**config.mk**
```make
export PLATFORM = sky130hd
export DESIGN_NAME = idx_bus_seq
export DESIGN_NICKNAME = d
export VERILOG_FILES = /design/src/rtl/idx_seq_pkg.sv /design/src/rtl/idx_addr_calc.sv /design/src/rtl/idx_bus_drive.sv /design/src/rtl/idx_bus_seq.sv
export SDC_FILE = /design/constraint.sdc
export NUM_CORES = 1
export LEC_CHECK = 0
export BUFFER_PORTS_ARGS = -buffer_cell sky130_fd_sc_hd__buf_2
export CORE_AREA = 5 5 115 128
export DETAILED_ROUTE_END_ITERATION = 12
export DIE_AREA = 0 0 120 133
export PLACE_DENSITY = 0.66
export SYNTH_ARGS = -nofsm -noshare
export SYNTH_HDL_FRONTEND = slang
export SYNTH_HIERARCHICAL = 1
export SYNTH_SLANG_ARGS = --single-unit
```
**constraint.sdc**
```tcl
create_clock -name clk -period 3.5 [get_ports clk]
set_clock_uncertainty 0.15 [all_clocks]
set_input_delay 0 -clock clk [delete_from_list [all_inputs] [get_ports clk]]
set_output_delay 0 -clock clk [all_outputs]
set_load 0.02 [all_outputs]
```
**src/rtl/idx_seq_pkg.sv**
```systemverilog
package idx_seq_pkg;

  typedef enum logic [1:0] {
    ACC_RD  = 2'd0,
    ACC_WR  = 2'd1,
    ACC_RMW = 2'd2
  } acc_kind_e;

  typedef enum logic [1:0] {
    AM_ABS = 2'd0,
    AM_PTR = 2'd1,
    AM_ZPX = 2'd2
  } addr_form_e;

  typedef enum logic [3:0] {
    ST_IDLE,
    ST_PTR_LO,
    ST_PTR_HI,
    ST_ZP_DUMMY,
    ST_FIX,
    ST_OP_RD,
    ST_DEC_RD,
    ST_STALL,
    ST_OP_WR
  } seq_state_e;

endpackage

```
**src/rtl/idx_addr_calc.sv**
```systemverilog
module idx_addr_calc #(
  parameter int AW = 16,
  parameter int DW = 8
) (
  input  logic [AW-1:0] base_i,
  input  logic [DW-1:0] idx_i,
  input  logic          zp_wrap_i,
  output logic [AW-1:0] eff_o,
  output logic [AW-1:0] unfix_o,
  output logic          cross_o
);
  localparam int HW = AW - DW;

  logic [DW:0]   lo_sum;
  logic [HW-1:0] hi_base;
  logic [HW-1:0] hi_fixed;

  always_comb begin
    lo_sum   = {1'b0, base_i[DW-1:0]} + {1'b0, idx_i};
    hi_base  = base_i[AW-1:DW];
    hi_fixed = hi_base + {{(HW-1){1'b0}}, lo_sum[DW]};
    if (zp_wrap_i) begin
      eff_o   = {{HW{1'b0}}, lo_sum[DW-1:0]};
      unfix_o = {{HW{1'b0}}, lo_sum[DW-1:0]};
      cross_o = 1'b0;
    end else begin
      eff_o   = {hi_fixed, lo_sum[DW-1:0]};
      unfix_o = {hi_base, lo_sum[DW-1:0]};
      cross_o = lo_sum[DW];
    end
  end
endmodule

```
**src/rtl/idx_bus_drive.sv**
```systemverilog
module idx_bus_drive
  import idx_seq_pkg::*;
#(
  parameter int AW = 16,
  parameter int DW = 8
) (
  input  seq_state_e    state_i,
  input  logic          enh_i,
  input  logic [AW-1:0] base_i,
  input  logic [AW-1:0] pc_i,
  input  logic [AW-1:0] unfix_i,
  input  logic [AW-1:0] eff_i,
  input  logic [DW-1:0] op_i,
  input  logic [DW-1:0] new_val_i,
  output logic [AW-1:0] addr_o,
  output logic          rw_o,
  output logic [DW-1:0] wdata_o
);
  localparam int HW = AW - DW;

  logic [DW-1:0] ptr_next;

  always_comb begin
    ptr_next = base_i[DW-1:0] + {{(DW-1){1'b0}}, 1'b1};
    addr_o   = '0;
    rw_o     = 1'b1;
    wdata_o  = '0;
    unique case (state_i)
      ST_PTR_LO, ST_ZP_DUMMY: addr_o = {{HW{1'b0}}, base_i[DW-1:0]};
      ST_PTR_HI:              addr_o = {{HW{1'b0}}, ptr_next};
      ST_FIX:                 addr_o = enh_i ? pc_i : unfix_i;
      ST_OP_RD, ST_DEC_RD:    addr_o = eff_i;
      ST_STALL: begin
        addr_o = eff_i;
        rw_o   = enh_i;
        if (!enh_i) wdata_o = op_i;
      end
      ST_OP_WR: begin
        addr_o  = eff_i;
        rw_o    = 1'b0;
        wdata_o = new_val_i;
      end
      default: ;
    endcase
  end
endmodule

```
**src/rtl/idx_bus_seq.sv**
```systemverilog
module idx_bus_seq
  import idx_seq_pkg::*;
#(
  parameter int AW = 16,
  parameter int DW = 8
) (
  input  logic          clk,
  input  logic          rst_n,
  input  logic          start_i,
  input  logic [1:0]    kind_i,
  input  logic [1:0]    mode_i,
  input  logic          enh_i,
  input  logic          dec_i,
  input  logic [AW-1:0] base_i,
  input  logic [DW-1:0] idx_i,
  input  logic [AW-1:0] pc_i,
  input  logic [DW-1:0] new_val_i,
  input  logic [DW-1:0] rdata_i,
  output logic [AW-1:0] addr_o,
  output logic          rw_o,
  output logic [DW-1:0] wdata_o,
  output logic          busy_o,
  output logic          done_o,
  output logic [DW-1:0] rd_data_o
);
  localparam int HW = AW - DW;

  // reset: asynchronous assert, synchronous release
  logic [1:0] rst_sync_q;
  logic       rst_ni;
  always_ff @(posedge clk or negedge rst_n) begin
    if (!rst_n) rst_sync_q <= 2'b00;
    else        rst_sync_q <= {rst_sync_q[0], 1'b1};
  end
  assign rst_ni = rst_sync_q[1];

  seq_state_e    state_q, state_d;
  logic [1:0]    kind_q, mode_q;
  logic          enh_q, dec_q;
  logic [AW-1:0] base_q, pc_q, eff_q, unfix_q;
  logic [DW-1:0] idx_q, ptr_lo_q, op_q;

  logic          ld_req, ld_eff, ld_ptr, ld_op;
  logic [1:0]    cur_kind, cur_mode;
  logic [AW-1:0] calc_base, calc_eff, calc_unfix;
  logic [DW-1:0] calc_idx;
  logic          calc_cross, calc_zp;
  logic          k_wr, k_rmw, k_rd, extra_dec;

  always_comb begin
    cur_kind  = (state_q == ST_IDLE) ? kind_i : kind_q;
    cur_mode  = (state_q == ST_IDLE) ? mode_i : mode_q;
    k_wr      = (cur_kind == ACC_WR);
    k_rmw     = (cur_kind == ACC_RMW);
    k_rd      = !k_wr && !k_rmw;
    extra_dec = enh_q && dec_q && k_rd;
    calc_zp   = (cur_mode == AM_ZPX);
    calc_idx  = (state_q == ST_IDLE) ? idx_i : idx_q;
    if (state_q == ST_PTR_HI)     calc_base = {rdata_i, ptr_lo_q};
    else if (state_q == ST_IDLE)  calc_base = base_i;
    else                          calc_base = base_q;
  end

  idx_addr_calc #(.AW(AW), .DW(DW)) u_calc (
    .base_i    (calc_base),
    .idx_i     (calc_idx),
    .zp_wrap_i (calc_zp),
    .eff_o     (calc_eff),
    .unfix_o   (calc_unfix),
    .cross_o   (calc_cross)
  );

  // next-state process
  always_comb begin
    state_d = state_q;
    ld_req  = 1'b0;
    ld_eff  = 1'b0;
    ld_ptr  = 1'b0;
    ld_op   = 1'b0;
    unique case (state_q)
      ST_IDLE: if (start_i) begin
        ld_req = 1'b1;
        if (cur_mode == AM_PTR)      state_d = ST_PTR_LO;
        else if (cur_mode == AM_ZPX) state_d = ST_ZP_DUMMY;
        else begin
          ld_eff  = 1'b1;
          state_d = (k_rd && !calc_cross) ? ST_OP_RD : ST_FIX;
        end
      end
      ST_PTR_LO: begin
        ld_ptr  = 1'b1;
        state_d = ST_PTR_HI;
      end
      ST_PTR_HI: begin
        ld_eff  = 1'b1;
        state_d = (k_rd && !calc_cross) ? ST_OP_RD : ST_FIX;
      end
      ST_ZP_DUMMY: begin
        ld_eff  = 1'b1;
        state_d = k_wr ? ST_OP_WR : ST_OP_RD;
      end
      ST_FIX:   state_d = k_wr ? ST_OP_WR : ST_OP_RD;
      ST_OP_RD: begin
        ld_op = 1'b1;
        if (k_rmw)          state_d = ST_STALL;
        else if (extra_dec) state_d = ST_DEC_RD;
        else                state_d = ST_IDLE;
      end
      ST_DEC_RD: state_d = ST_IDLE;
      ST_STALL:  state_d = ST_OP_WR;
      ST_OP_WR:  state_d = ST_IDLE;
      default:   state_d = ST_IDLE;
    endcase
  end

  // register process
  always_ff @(posedge clk or negedge rst_ni) begin
    if (!rst_ni) begin
      state_q  <= ST_IDLE;
      kind_q   <= '0;
      mode_q   <= '0;
      enh_q    <= 1'b0;
      dec_q    <= 1'b0;
      base_q   <= '0;
      pc_q     <= '0;
      idx_q    <= '0;
      eff_q    <= '0;
      unfix_q  <= '0;
      ptr_lo_q <= '0;
      op_q     <= '0;
    end else begin
      state_q <= state_d;
      if (ld_req) begin
        kind_q <= kind_i;
        mode_q <= mode_i;
        enh_q  <= enh_i;
        dec_q  <= dec_i;
        base_q <= base_i;
        pc_q   <= pc_i;
        idx_q  <= idx_i;
      end
      if (ld_eff) begin
        eff_q   <= calc_eff;
        unfix_q <= calc_unfix;
      end
      if (ld_ptr) ptr_lo_q <= rdata_i;
      if (ld_op)  op_q     <= rdata_i;
    end
  end

  idx_bus_drive #(.AW(AW), .DW(DW)) u_drive (
    .state_i   (state_q),
    .enh_i     (enh_q),
    .base_i    (base_q),
    .pc_i      (pc_q),
    .unfix_i   (unfix_q),
    .eff_i     (eff_q),
    .op_i      (op_q),
    .new_val_i (new_val_i),
    .addr_o    (addr_o),
    .rw_o      (rw_o),
    .wdata_o   (wdata_o)
  );

  assign busy_o    = (state_q != ST_IDLE);
  assign done_o    = (state_q == ST_DEC_RD) || (state_q == ST_OP_WR) ||
                     ((state_q == ST_OP_RD) && k_rd && !extra_dec);
  assign rd_data_o = ((state_q == ST_OP_RD) || (state_q == ST_DEC_RD)) ? rdata_i : op_q;


  idle_read_chk: assert property (@(posedge clk) disable iff (!rst_ni)
    !busy_o |-> (rw_o && !done_o));


  done_then_idle_chk: assert property (@(posedge clk) disable iff (!rst_ni)
    done_o |=> !busy_o);


  stall_writeback_chk: assert property (@(posedge clk) disable iff (!rst_ni)
    (state_q == ST_STALL && !enh_q) |-> (!rw_o && wdata_o == $past(rdata_i)));


  ptr_hi_wrap_chk: assert property (@(posedge clk) disable iff (!rst_ni)
    (state_q == ST_PTR_HI) |->
      (addr_o[AW-1:DW] == '0 && addr_o[DW-1:0] == $past(addr_o[DW-1:0]) + 1'b1));


  fix_low_kept_chk: assert property (@(posedge clk) disable iff (!rst_ni)
    (state_q == ST_FIX && !enh_q) |=> (addr_o[DW-1:0] == $past(addr_o[DW-1:0])));


  zp_page_chk: assert property (@(posedge clk) disable iff (!rst_ni)
    (busy_o && mode_q == AM_ZPX) |-> (addr_o[AW-1:DW] == '0));

endmodule

```
==> results of run 1 <==
==> critical path, cell delays in order, from the launching register on <==
cell and delay, ns:
dfrtp_1 0.41, nor4_4 0.31, buf_6 0.19, buf_4 0.15
mux2_1 0.38, ha_4 0.27, a21o_1 0.23, a221oi_4 0.33
o21ai_2 0.10, ha_2 0.20, ha_4 0.16, and3_4 0.18
nand3_2 0.07, xor2_1 0.16, nor2_1 0.06, mux2_2 0.25
==> synth_stat cells (5+ instances only) <==
cell	instances	share of area (%)
nor2b_1	13	1.4
o21ai_1	23	2.0
xor2_1	9	1.3
nand2_1	36	2.3
nor2_1	17	1.1
clkbuf_1	8	0.51
buf_2	15	1.3
mux2_2	53	10
a222oi_1	5	0.85
xnor2_1	6	0.90
buf_4	8	1.0
o21ai_0	13	1.1
a22o_2	8	1.4
inv_1	8	0.51
ha_1	16	3.4
nand3_1	6	0.51
a21oi_1	7	0.60
mux2i_1	27	4.6
dfrtp_1	100	43
mux2_1	67	13
==> sequential cells by signal, indices dropped and copies added, names as in the netlist <==
name and count:
rst_sync_q 2, enh_q 1, base_q 16, dec_q 1
ptr_lo_q 8, mode_q 2, idx_q 8, op_q 8
unfix_q 16, kind_q 2, pc_q 16, state_q 4
eff_q 16
==> cell families (layout without fill, tap and decap cells) <==
group           Yosys count  after routing  synth area share [%]
compound gates           81             81                  9.96
xor+xnor                 15             15                  2.24
fa+ha+maj                17             17                  3.75
buf+inv                  41            223                  3.77
flops                   100            100                  42.6
mux                     147            147                  27.6
other cells               1              1                0.0639
simple gates            106            106                  9.96
==> path summary, 6_finish.rpt <==
check	slack [ns]	end	cells past startpoint	from
worst min-delay path	0.10	state_q[1]$_DFFE_PN0P_	5	start_i
worst max-delay path	-0.21	eff_q[14]$_DFFE_PN0P_	15	state_q[2]$_DFFE_PN0P_
min in group asynchronous	0.33	op_q[4]$_DFFE_PN0N_	0	rst_sync_q[1]$_DFF_PN0_
worst min register to register	0.21	rst_sync_q[1]$_DFF_PN0_	0	rst_sync_q[0]$_DFF_PN0_
worst max register to register	-0.21	eff_q[14]$_DFFE_PN0P_	15	state_q[2]$_DFFE_PN0P_
max in group asynchronous	2.12	base_q[1]$_DFFE_PN0P_	1	rst_sync_q[1]$_DFF_PN0_
==> power breakdown <==
part           internal (mW)  switching (mW)  total [mW]
registers               1.76           0.433        2.19
logic                   2.84            2.81        5.65
clock network          0.578           0.451        1.03
==> area by class of cell <==
class                           count  area, um^2
Fill cell                        1119        5710
Multi-Input combinational cell    367        3290
Sequential cell                   100        2510
Timing Repair Buffer              199        1400
Clock buffer                       11         243
Tap cell                          164         205
Clock inverter                      5        61.3
Inverter                            8        30.0
==> metal layers <==
metal | GRT usage, % | up-vias | part of all wire, %
met5 | 0 | - | 0
met4 | 7.96 | 0 | 2.3
met3 | 2.69 | 22 | 3.4
met2 | 34.1 | 97 | 52
met1 | 24.3 | 2296 | 42
li1 | - | 2192 | -
==> per-stage QoR <==
stage / setup slack, ns / power (mW) / hold slack, ns / std cells / area [um^2]
CTS: -0.150 / 8.72 / 0.0837 / 853 / 7670
global route: -0.337 / 9.52 / 0.169 / 854 / 7740
global placement: -0.195 / 7.28 / -0.365 / 776 / 6730
floorplan: -0.344 / 6.18 / -0.446 / 508 / 5940
detailed placement: -0.288 / 7.44 / -0.365 / 776 / 6730
finish: -0.212 / 8.87 / 0.105 / 854 / 7740
==> timing repair <==
action | CTS | global route
hold endpoints to repair | 64 | 0
buffers inserted | 6 | 2
pin swaps | 8 | 6
hold buffers | 56 | 0
endpoints found under the setup margin | 7 | 8
gates resized for setup | 9 | 10
==> key figures, run 1 <==
Run status
  – Outcome: complete, but fails checks
  – Failing checks: setup timing

Place
  – IO Port Bufs: 99
  – Final GP Congestion: 0.876
  – Hpwl dp: 11000 um

Clock network
  – Clock sinks: 100
  – Clock Latency Late Sink: 0.35 ns
  – Clock buffer depth: 2
  – Root Buffer: clkbuf_16
  – CTS tree: done
  – Register clock-pin slew on the reported worst setup and hold paths: 0.07 ns
  – CTS H-tree lvls: 3
  – Num CTS Buffers: 9

Detailed routing
  – Post-route antenna net violation count: 0
  – Drt total wl: 15200 um
  – Via density: 5.39
  – Vias post-DR: 4607
  – DRT iter0 DRCs: 231
  – WL/cell: 17.8 um
  – # DRC: 0
  – Detailed Routing Iterations Pass 1: 4

Power and ir drop
  – Lkg Pwr: 3.49 nW
  – IR drop worst, VDD: 0.488 mV
  – PwrDens: 1150 nW/um^2

Logic synthesis
  – Seq/Total Area, Yosys: 42.6%
  – Synth Cell Area: 5870 um^2
  – Async S/R FF share, synth: 100%
  – Synth Area per Inst: 11.6 um^2
  – Yosys reg bits: 100
  – Mapped Cells: 508
  – Yosys warnings: 6
  – Mapped Nets: 590
  – Synth cell types: 59
  – Post-synth EDFFs: 0
  – Ys flop type: dfrtp_1

Finish
  – Area Overhead vs Synth: 31.9%
  – Final nets: 767
  – Final core utilization: 57.5%
  – N_diodes: 0
  – Layout cells sized above 1: 37.2%
  – Commonest non-fill, non-tap cells in the layout: dfrtp_1 (99), buf_2 (99), mux2_1 (65)

Setup path
  – WP data required: 3.59 ns
  – CP Max Fanout: 8
  – Setup crit end kind: flop
  – Critical path class: reg2reg
  – Critical Path Start Type: flop
  – Critical Path AT: 3.80 ns

Die
  – # IOs: 100
  – Initial Util: 43.6%
  – Die Wd: 120 um
  – Die area: 16000 um^2
  – Die height: 133 um
  – Core area: 13500 um^2
  – Row count: 45

Global routing
  – Vias in the first global route: 4951
  – Total grt overflow: 0
  – Pin count of the biggest net entering global routing: 72
  – First-pass GRT wire length: 24800 um
  – Antenna violations before repair: 0
  – Overall routing resource usage: 19.6%

STA
  – Post-Route Setup TNS: -0.759 ns
  – F_max: 0.269 GHz
  – Post-route minimum period: 3.71 ns
  – Max transition margin: 38.4%
  – Worst Max-Slew Pin Slew: 0.924 ns
  – Endpoints failing hold: 0
  – RSZ-0062 raised after global routing: true
  – Worst setup margin: -0.212 ns
  – Count of final setup violators: 6
  – Fin crit share: 106%
  – Slew Limit Fails: 0

Flow run
  – # Max-Cap Violations: 0

Worst hold path
  – Min-delay worst type: in2reg
Note: power is estimated with default switching activity, not from simulation.
==> inputs of run 2 (changes only) <==
- PLACE_DENSITY: 0.66 -> default
- PLACE_DENSITY_LB_ADDON: default -> 0.12
==> run 2 against run 1 <==
Effect of this change:
- the flow still finishes with violations (setup timing)
- sequential share of layout area fell by 0.24 points
- worst hold slack lost 0.0060 ns
- non-clock buffer count rose by 4
- core utilization rose by 0.43 points
- largest power group unchanged
- sequential cell count is the same
- global-route usage increased by 0.33 points
- cell area is 0.74% higher
- critical path type unchanged
- first-iteration DRC count fell by 13%
- final cell count rose by 0.47%
- via count down 1.6%
==> key figures, run 2 (same netlist as run 1, synthesis figures left out) <==
Run status
  – Outcome: complete, but fails checks (unchanged)
  – Failing checks: setup timing (unchanged)

Detailed routing
  – Via density: 5.28 (was 5.39)
  – DRT iter0 DRCs: 200 (was 231)
  – Drt total wl: 15200 um (about the same)
  – WL/cell: 17.8 um (about the same)
  – # DRC: 0 (unchanged)
  – Post-route antenna net violation count: 0 (unchanged)
  – Vias post-DR: 4533 (was 4607)
  – Detailed Routing Iterations Pass 1: 4 (unchanged)

Finish
  – Finished Layout Cells: 858 (was 854)
  – Finished Cell Area: 7800 um^2 (was 7740 um^2)
  – Commonest non-fill, non-tap cells in the layout: dfrtp_1 (99), buf_2 (99), mux2_1 (63) (was dfrtp_1 (99), buf_2 (99), mux2_1 (65))
  – N_diodes: 0 (unchanged)
  – Final nets: 771 (was 767)
  – Area Overhead vs Synth: 32.9% (was 31.9%)
  – Layout cells sized above 1: 38.3% (was 37.2%)

Setup path
  – Crit path to: eff_q[14]$_DFFE_PN0P_ (unchanged)
  – WP data required: 3.58 ns (was 3.59 ns)
  – CP Max Fanout: 8 (unchanged)
  – Worst Setup SP: state_q[2]$_DFFE_PN0P_ (unchanged)
  – Critical Path Start Type: flop (unchanged)
  – Worst R2R Start: state_q[2]$_DFFE_PN0P_ (unchanged)
  – Reg-to-reg endpoint: eff_q[14]$_DFFE_PN0P_ (unchanged)
  – Critical path class: reg2reg (unchanged)
  – Reg2reg path depth: 16 (was 15)
  – Setup crit end kind: flop (unchanged)
  – Critical Path AT: 3.75 ns (was 3.80 ns)
  – R2R setup slack: -0.16 ns (was -0.21 ns)

STA
  – Fin crit share: 105% (was 106%)
  – Slew Limit Fails: 0 (unchanged)
  – Count of final setup violators: 4 (was 6)
  – Max transition margin: 47.6% (was 38.4%)
  – Worst Max-Slew Pin Slew: 0.787 ns (was 0.924 ns)
  – Endpoints failing hold: 0 (unchanged)
  – Post-route minimum period: 3.66 ns (was 3.71 ns)
  – Hold_ws: 0.0988 ns (was 0.105 ns)
  – F_max: 0.273 GHz (was 0.269 GHz)
  – Worst setup margin: -0.162 ns (was -0.212 ns)
  – RSZ-0062 raised after global routing: true (unchanged)

Place
  – Hpwl dp: 11000 um (about the same)
  – Place WS: -0.335 ns (was -0.288 ns)
  – IO Port Bufs: 99 (unchanged)
  – Post-Place Cell Area: 6760 um^2 (was 6730 um^2)
  – Final GP Congestion: 0.816 (was 0.876)
  – Placed cells: 778 (was 776)

Flow run
  – # Max-Cap Violations: 0 (unchanged)

Die
  – # IOs: 100 (unchanged)
  – Initial Util: 43.6% (unchanged)
  – Core area: 13500 um^2 (unchanged)
  – Die area: 16000 um^2 (unchanged)
  – Die height: 133 um (unchanged)
  – Row count: 45 (unchanged)
  – Die Wd: 120 um (unchanged)

Power and ir drop
  – Sequential Power Share: 24.3% (was 24.7%)
  – Share of total power in combinational logic: 64.2% (was 63.7%)
  – PwrDens: 1150 nW/um^2 (about the same)
  – P_int: 5.27 mW (was 5.17 mW)
  – IR drop worst, VDD: 0.812 mV (was 0.488 mV)
  – Clock power share: 11.5% (was 11.6%)
  – Power Total: 8.96 mW (was 8.87 mW)
  – NetSw: 3.68 mW (was 3.70 mW)
  – Sw frac: 41.1% (was 41.7%)
  – Lkg Pwr: 3.51 nW (was 3.49 nW)

Clock network
  – Clock buffer depth: 2 (unchanged)
  – CTS tree: done (unchanged)
  – Clock sinks: 100 (unchanged)
  – Num CTS Buffers: 9 (unchanged)
  – Root Buffer: clkbuf_16 (unchanged)
  – Register clock-pin slew on the reported worst setup and hold paths: 0.07 ns (about the same)
  – CTS H-tree lvls: 3 (unchanged)
  – Clock Latency Late Sink: 0.35 ns (about the same)

Global routing
  – Antenna violations before repair: 0 (unchanged)
  – Pin count of the biggest net entering global routing: 59 (was 72)
  – Total grt overflow: 0 (unchanged)
  – Overall routing resource usage: 19.9% (was 19.6%)
  – Vias in the first global route: 4860 (was 4951)
  – First-pass GRT wire length: 25300 um (was 24800 um)

Worst hold path
  – Min-delay worst type: in2reg (unchanged)
run 2: changes by cell type in the layout (fill, tap and decap cells not counted), sizes merged:
| cell | delta |
|---|---|
| clkinv | -1 |
| clkinvlp | +1 |
| clkbuf | +1 |
| buf | +4 |
| inv | -1 |
run 2: what timing repair did:
action,4_1_cts,5_1_grt
pin swaps,6,6
endpoints found under the hold margin,64,0
hold buffers,56,0
endpoints found under the setup margin,7,8
gates resized for setup,10,12
setup buffers,6,2
run 2: area by class of cell:
type | instances | area, um^2
timing repair buffer | 203 | 1450
inverter | 8 | 30.0
clock buffer | 12 | 256
clock inverter | 4 | 47.5
sequential | 100 | 2510
fill | 1149 | 5660
tap | 164 | 205
multi-input combinational | 367 | 3310
run 2: power by group through the flow:
stage | sequential [mW] | clock [mW] | combinational [mW]
6_report | 2.17 | 1.03 | 5.75
5_1_grt | 2.25 | 1.10 | 6.32
4_1_cts | 2.18 | 1.06 | 5.62
3_5_place_dp | 2.20 | 0 | 5.29
3_3_place_gp | 2.18 | 0 | 5.20
2_1_floorplan | 2.05 | 0 | 4.12
run 2: how the worst min path moves through the flow:
stage	end	slack (ns)	cells after the start	from
floorplan	rst_sync_q[0]$_DFF_PN0_	-0.45	0	rst_n
global placement	rst_sync_q[0]$_DFF_PN0_	-0.37	1	rst_n
detailed placement	rst_sync_q[0]$_DFF_PN0_	-0.36	1	rst_n
CTS	state_q[1]$_DFFE_PN0P_	0.09	5	start_i
global route	state_q[1]$_DFFE_PN0P_	0.18	5	start_i
finish	state_q[1]$_DFFE_PN0P_	0.1	5	start_i
run 2: metrics by stage:
step | TNS [ns] | util, %
2_1_floorplan | -1.10 | -
3_3_place_gp | -0.943 | 50.2
3_5_place_dp | -1.56 | 50.2
4_1_cts | -0.498 | 57.4
5_1_grt | -1.40 | 58.0
6_report | -0.428 | 58.0
run 2: routing by layer:
metal / wire, um / track usage [%] / vias up
met5: 0 / 0 / -
met4: 259 / 6.24 / 0
met3: 589 / 2.61 / 17
met2: 7390 / 33.0 / 88
met1: 6990 / 27.1 / 2229
li1: - / - / 2199
run 2: worst max-delay path, stage by stage (launching register included):
cell and delay, ns:
dfrtp_1 0.40, nor4_4 0.31, buf_6 0.19, mux2i_2 0.23, o21ai_2 0.09, ha_4 0.17
fa_2 0.33, a21o_1 0.20, a221oi_4 0.27, o21ai_2 0.12, ha_4 0.19, ha_4 0.15
and3_4 0.18, nand3_2 0.07, xor2_1 0.15, nor2_1 0.05, mux2_2 0.26
==> inputs of run 3 (changes only) <==
- CELL_PAD_IN_SITES_DETAIL_PLACEMENT: default -> 2
- CELL_PAD_IN_SITES_GLOBAL_PLACEMENT: default -> 2
- CORE_AREA: 5 5 115 128 -> 5 5 127 141
- DIE_AREA: 0 0 120 133 -> 0 0 132 146
==> run 3 against run 2 <==
Effect of this change:
- the flow still finishes with violations (setup timing)
- die area up 21%
- register-to-register slack worse by 0.17 ns
- setup slack worse by 0.17 ns
- total power up 2.7%
- via count up 4.3%
- clock-buffer cell count down 1
- sequential share of layout area down 0.10 points
- combinational power up 4.2%
- maximum frequency down 4.3%
- first-iteration DRC count down 29%
- highest routed layer unchanged
==> key figures, run 3 (same netlist as run 1, synthesis figures left out) <==
Clock network
  – Clock sinks: 100 (unchanged)
  – Num CTS Buffers: 9 (unchanged)
  – Register clock-pin slew on the reported worst setup and hold paths: 0.07 ns (about the same)
  – CTS tree: done (unchanged)
  – Clock buffer depth: 2 (unchanged)
  – Clock Latency Late Sink: 0.35 ns (about the same)
  – CTS H-tree lvls: 3 (unchanged)
  – Root Buffer: clkbuf_16 (unchanged)

Power and ir drop
  – IR drop worst, VDD: 0.378 mV (was 0.812 mV)
  – PwrDens: 1180 nW/um^2 (was 1150 nW/um^2)
  – Lkg Pwr: 3.49 nW (was 3.51 nW)

Global routing
  – Overall routing resource usage: 19.8% (was 19.9%)
  – Total grt overflow: 0 (unchanged)
  – Pin count of the biggest net entering global routing: 51 (was 59)
  – Antenna violations before repair: 0 (unchanged)
  – First-pass GRT wire length: 30500 um (was 25300 um)
  – Vias in the first global route: 5485 (was 4860)

Finish
  – FILL cells: 1615 (was 1149)
  – Finished Cell Area: 7830 um^2 (was 7800 um^2)
  – Final core utilization: 48.2% (was 58.0%)
  – Final nets: 768 (was 771)
  – Layout cells sized above 1: 37.3% (was 38.3%)
  – Area of the multi-input gates: 3310 um^2 (about the same)
  – N_diodes: 0 (unchanged)
  – FF+latch area: 2510 um^2 (unchanged)
  – Area Overhead vs Synth: 33.3% (was 32.9%)
  – Commonest non-fill, non-tap cells in the layout: dfrtp_1 (99), buf_2 (99), mux2_1 (66) (was dfrtp_1 (99), buf_2 (99), mux2_1 (63))

Place
  – Final GP Congestion: 0.817 (was 0.816)
  – Hpwl dp: 13200 um (was 11000 um)
  – Post-Place Cell Area: 6780 um^2 (was 6760 um^2)
  – IO Port Bufs: 99 (unchanged)

Run status
  – Failing checks: setup timing (unchanged)
  – Outcome: complete, but fails checks (unchanged)

STA
  – Max transition margin: 48.5% (was 47.6%)
  – Endpoints failing hold: 0 (unchanged)
  – F_max: 0.261 GHz (was 0.273 GHz)
  – Worst setup margin: -0.328 ns (was -0.162 ns)
  – Count of final setup violators: 7 (was 4)
  – Fin crit share: 109% (was 105%)
  – Slew Limit Fails: 0 (unchanged)
  – RSZ-0062 raised after global routing: true (unchanged)
  – Post-route minimum period: 3.83 ns (was 3.66 ns)
  – Worst Max-Slew Pin Slew: 0.772 ns (was 0.787 ns)

Die
  – # IOs: 100 (unchanged)
  – Die Wd: 132 um (was 120 um)
  – Row count: 49 (was 45)
  – Initial Util: 36.1% (was 43.6%)
  – Core area: 16200 um^2 (was 13500 um^2)
  – Die height: 146 um (was 133 um)
  – Die area: 19300 um^2 (was 16000 um^2)

Worst hold path
  – Min-delay worst type: in2reg (unchanged)

Detailed routing
  – WL/cell: 21.3 um (was 17.8 um)
  – Post-route antenna net violation count: 0 (unchanged)
  – DRT iter0 DRCs: 142 (was 200)
  – Vias post-DR: 4727 (was 4533)
  – # DRC: 0 (unchanged)
  – Via density: 5.29 (was 5.28)
  – Detailed Routing Iterations Pass 1: 5 (was 4)
  – Drt total wl: 19000 um (was 15200 um)

Setup path
  – WP data required: 3.59 ns (was 3.58 ns)
  – CP Max Fanout: 13 (was 8)
  – Critical path class: reg2reg (unchanged)
  – Setup crit end kind: flop (unchanged)
  – Critical Path AT: 3.91 ns (was 3.75 ns)
  – Critical Path Start Type: flop (unchanged)

Flow run
  – # Max-Cap Violations: 0 (unchanged)
[run 3: cell count changes in the layout (fill, tap and decap cells not counted), sizes merged]
cell	change
clkinvlp	-1
buf	-3
clkbuf	-1
[run 3: final timing paths]
path / startpoint / to / slack, ns / cells after the start
hold reg to reg: rst_sync_q[0]$_DFF_PN0_ / rst_sync_q[1]$_DFF_PN0_ / 0.21 / 0
min in group asynchronous: rst_sync_q[1]$_DFF_PN0_ / idx_q[6]$_DFFE_PN0P_ / 0.22 / 0
hold / removal: start_i / state_q[1]$_DFFE_PN0P_ / 0.18 / 5
setup / recovery: state_q[3]$_DFFE_PN0P_ / eff_q[12]$_DFFE_PN0P_ / -0.33 / 17
setup reg to reg: state_q[3]$_DFFE_PN0P_ / eff_q[12]$_DFFE_PN0P_ / -0.33 / 17
max in group asynchronous: rst_sync_q[1]$_DFF_PN0_ / unfix_q[14]$_DFFE_PN0P_ / 2.26 / 1
[run 3: cell type report]
class                   instances  area share [%]
flip-flops and latches        100            32.0
well taps                     204            3.26
inverters                       8           0.384
clock inverters                 3           0.512
multi-input cells             367            42.3
repair buffers                200            18.4
clock buffers                  11            3.10
[run 3: worst max-delay path, stage by stage (launching register included)]
cell and delay, ns:
dfrtp_1 0.41, buf_4 0.15, buf_4 0.18, nor3_4 0.30, buf_4 0.18, o21ai_2 0.07, ha_4 0.17, fa_2 0.34
a21o_1 0.22, a221oi_4 0.33, o21ai_2 0.11, ha_2 0.20, ha_4 0.16, and3_4 0.18, buf_4 0.14, xnor2_2 0.11
nor2_1 0.06, mux2_2 0.26
[run 3: what timing repair did]
| action | CTS | global route |
|---|---|---|
| hold buffers | 56 | 0 |
| pin swaps | 8 | 1 |
| hold endpoints to repair | 64 | 0 |
| endpoints found under the setup margin | 8 | 8 |
| buffers inserted | 7 | 4 |
| resized for setup | 14 | 7 |
[run 3: per-layer routing]
layer	routed length, um	vias up	GRT usage (%)	part of all wire [%]
met5	0	-	0	0
met4	304	0	5.25	1.6
met3	592	16	4.15	3.1
met2	9850	88	34.4	52
met1	8290	2439	25.0	44
li1	-	2184	-	-
[run 3: stage by stage]
stage	hold WS, ns	cells	power (mW)	setup WS [ns]	TNS [ns]
floorplan	-0.446	508	6.18	-0.344	-1.10
global placement	-0.365	812	7.42	-0.217	-0.760
detailed placement	-0.364	812	7.70	-0.404	-1.89
CTS	0.185	889	9.06	-0.213	-0.970
global route	0.218	893	9.90	-0.482	-2.63
finish	0.185	893	9.20	-0.328	-1.60
[run 3: power by group]
group          switching [mW]  internal (mW)
registers               0.457           1.76
clock network           0.432          0.564
logic                    3.12           2.86
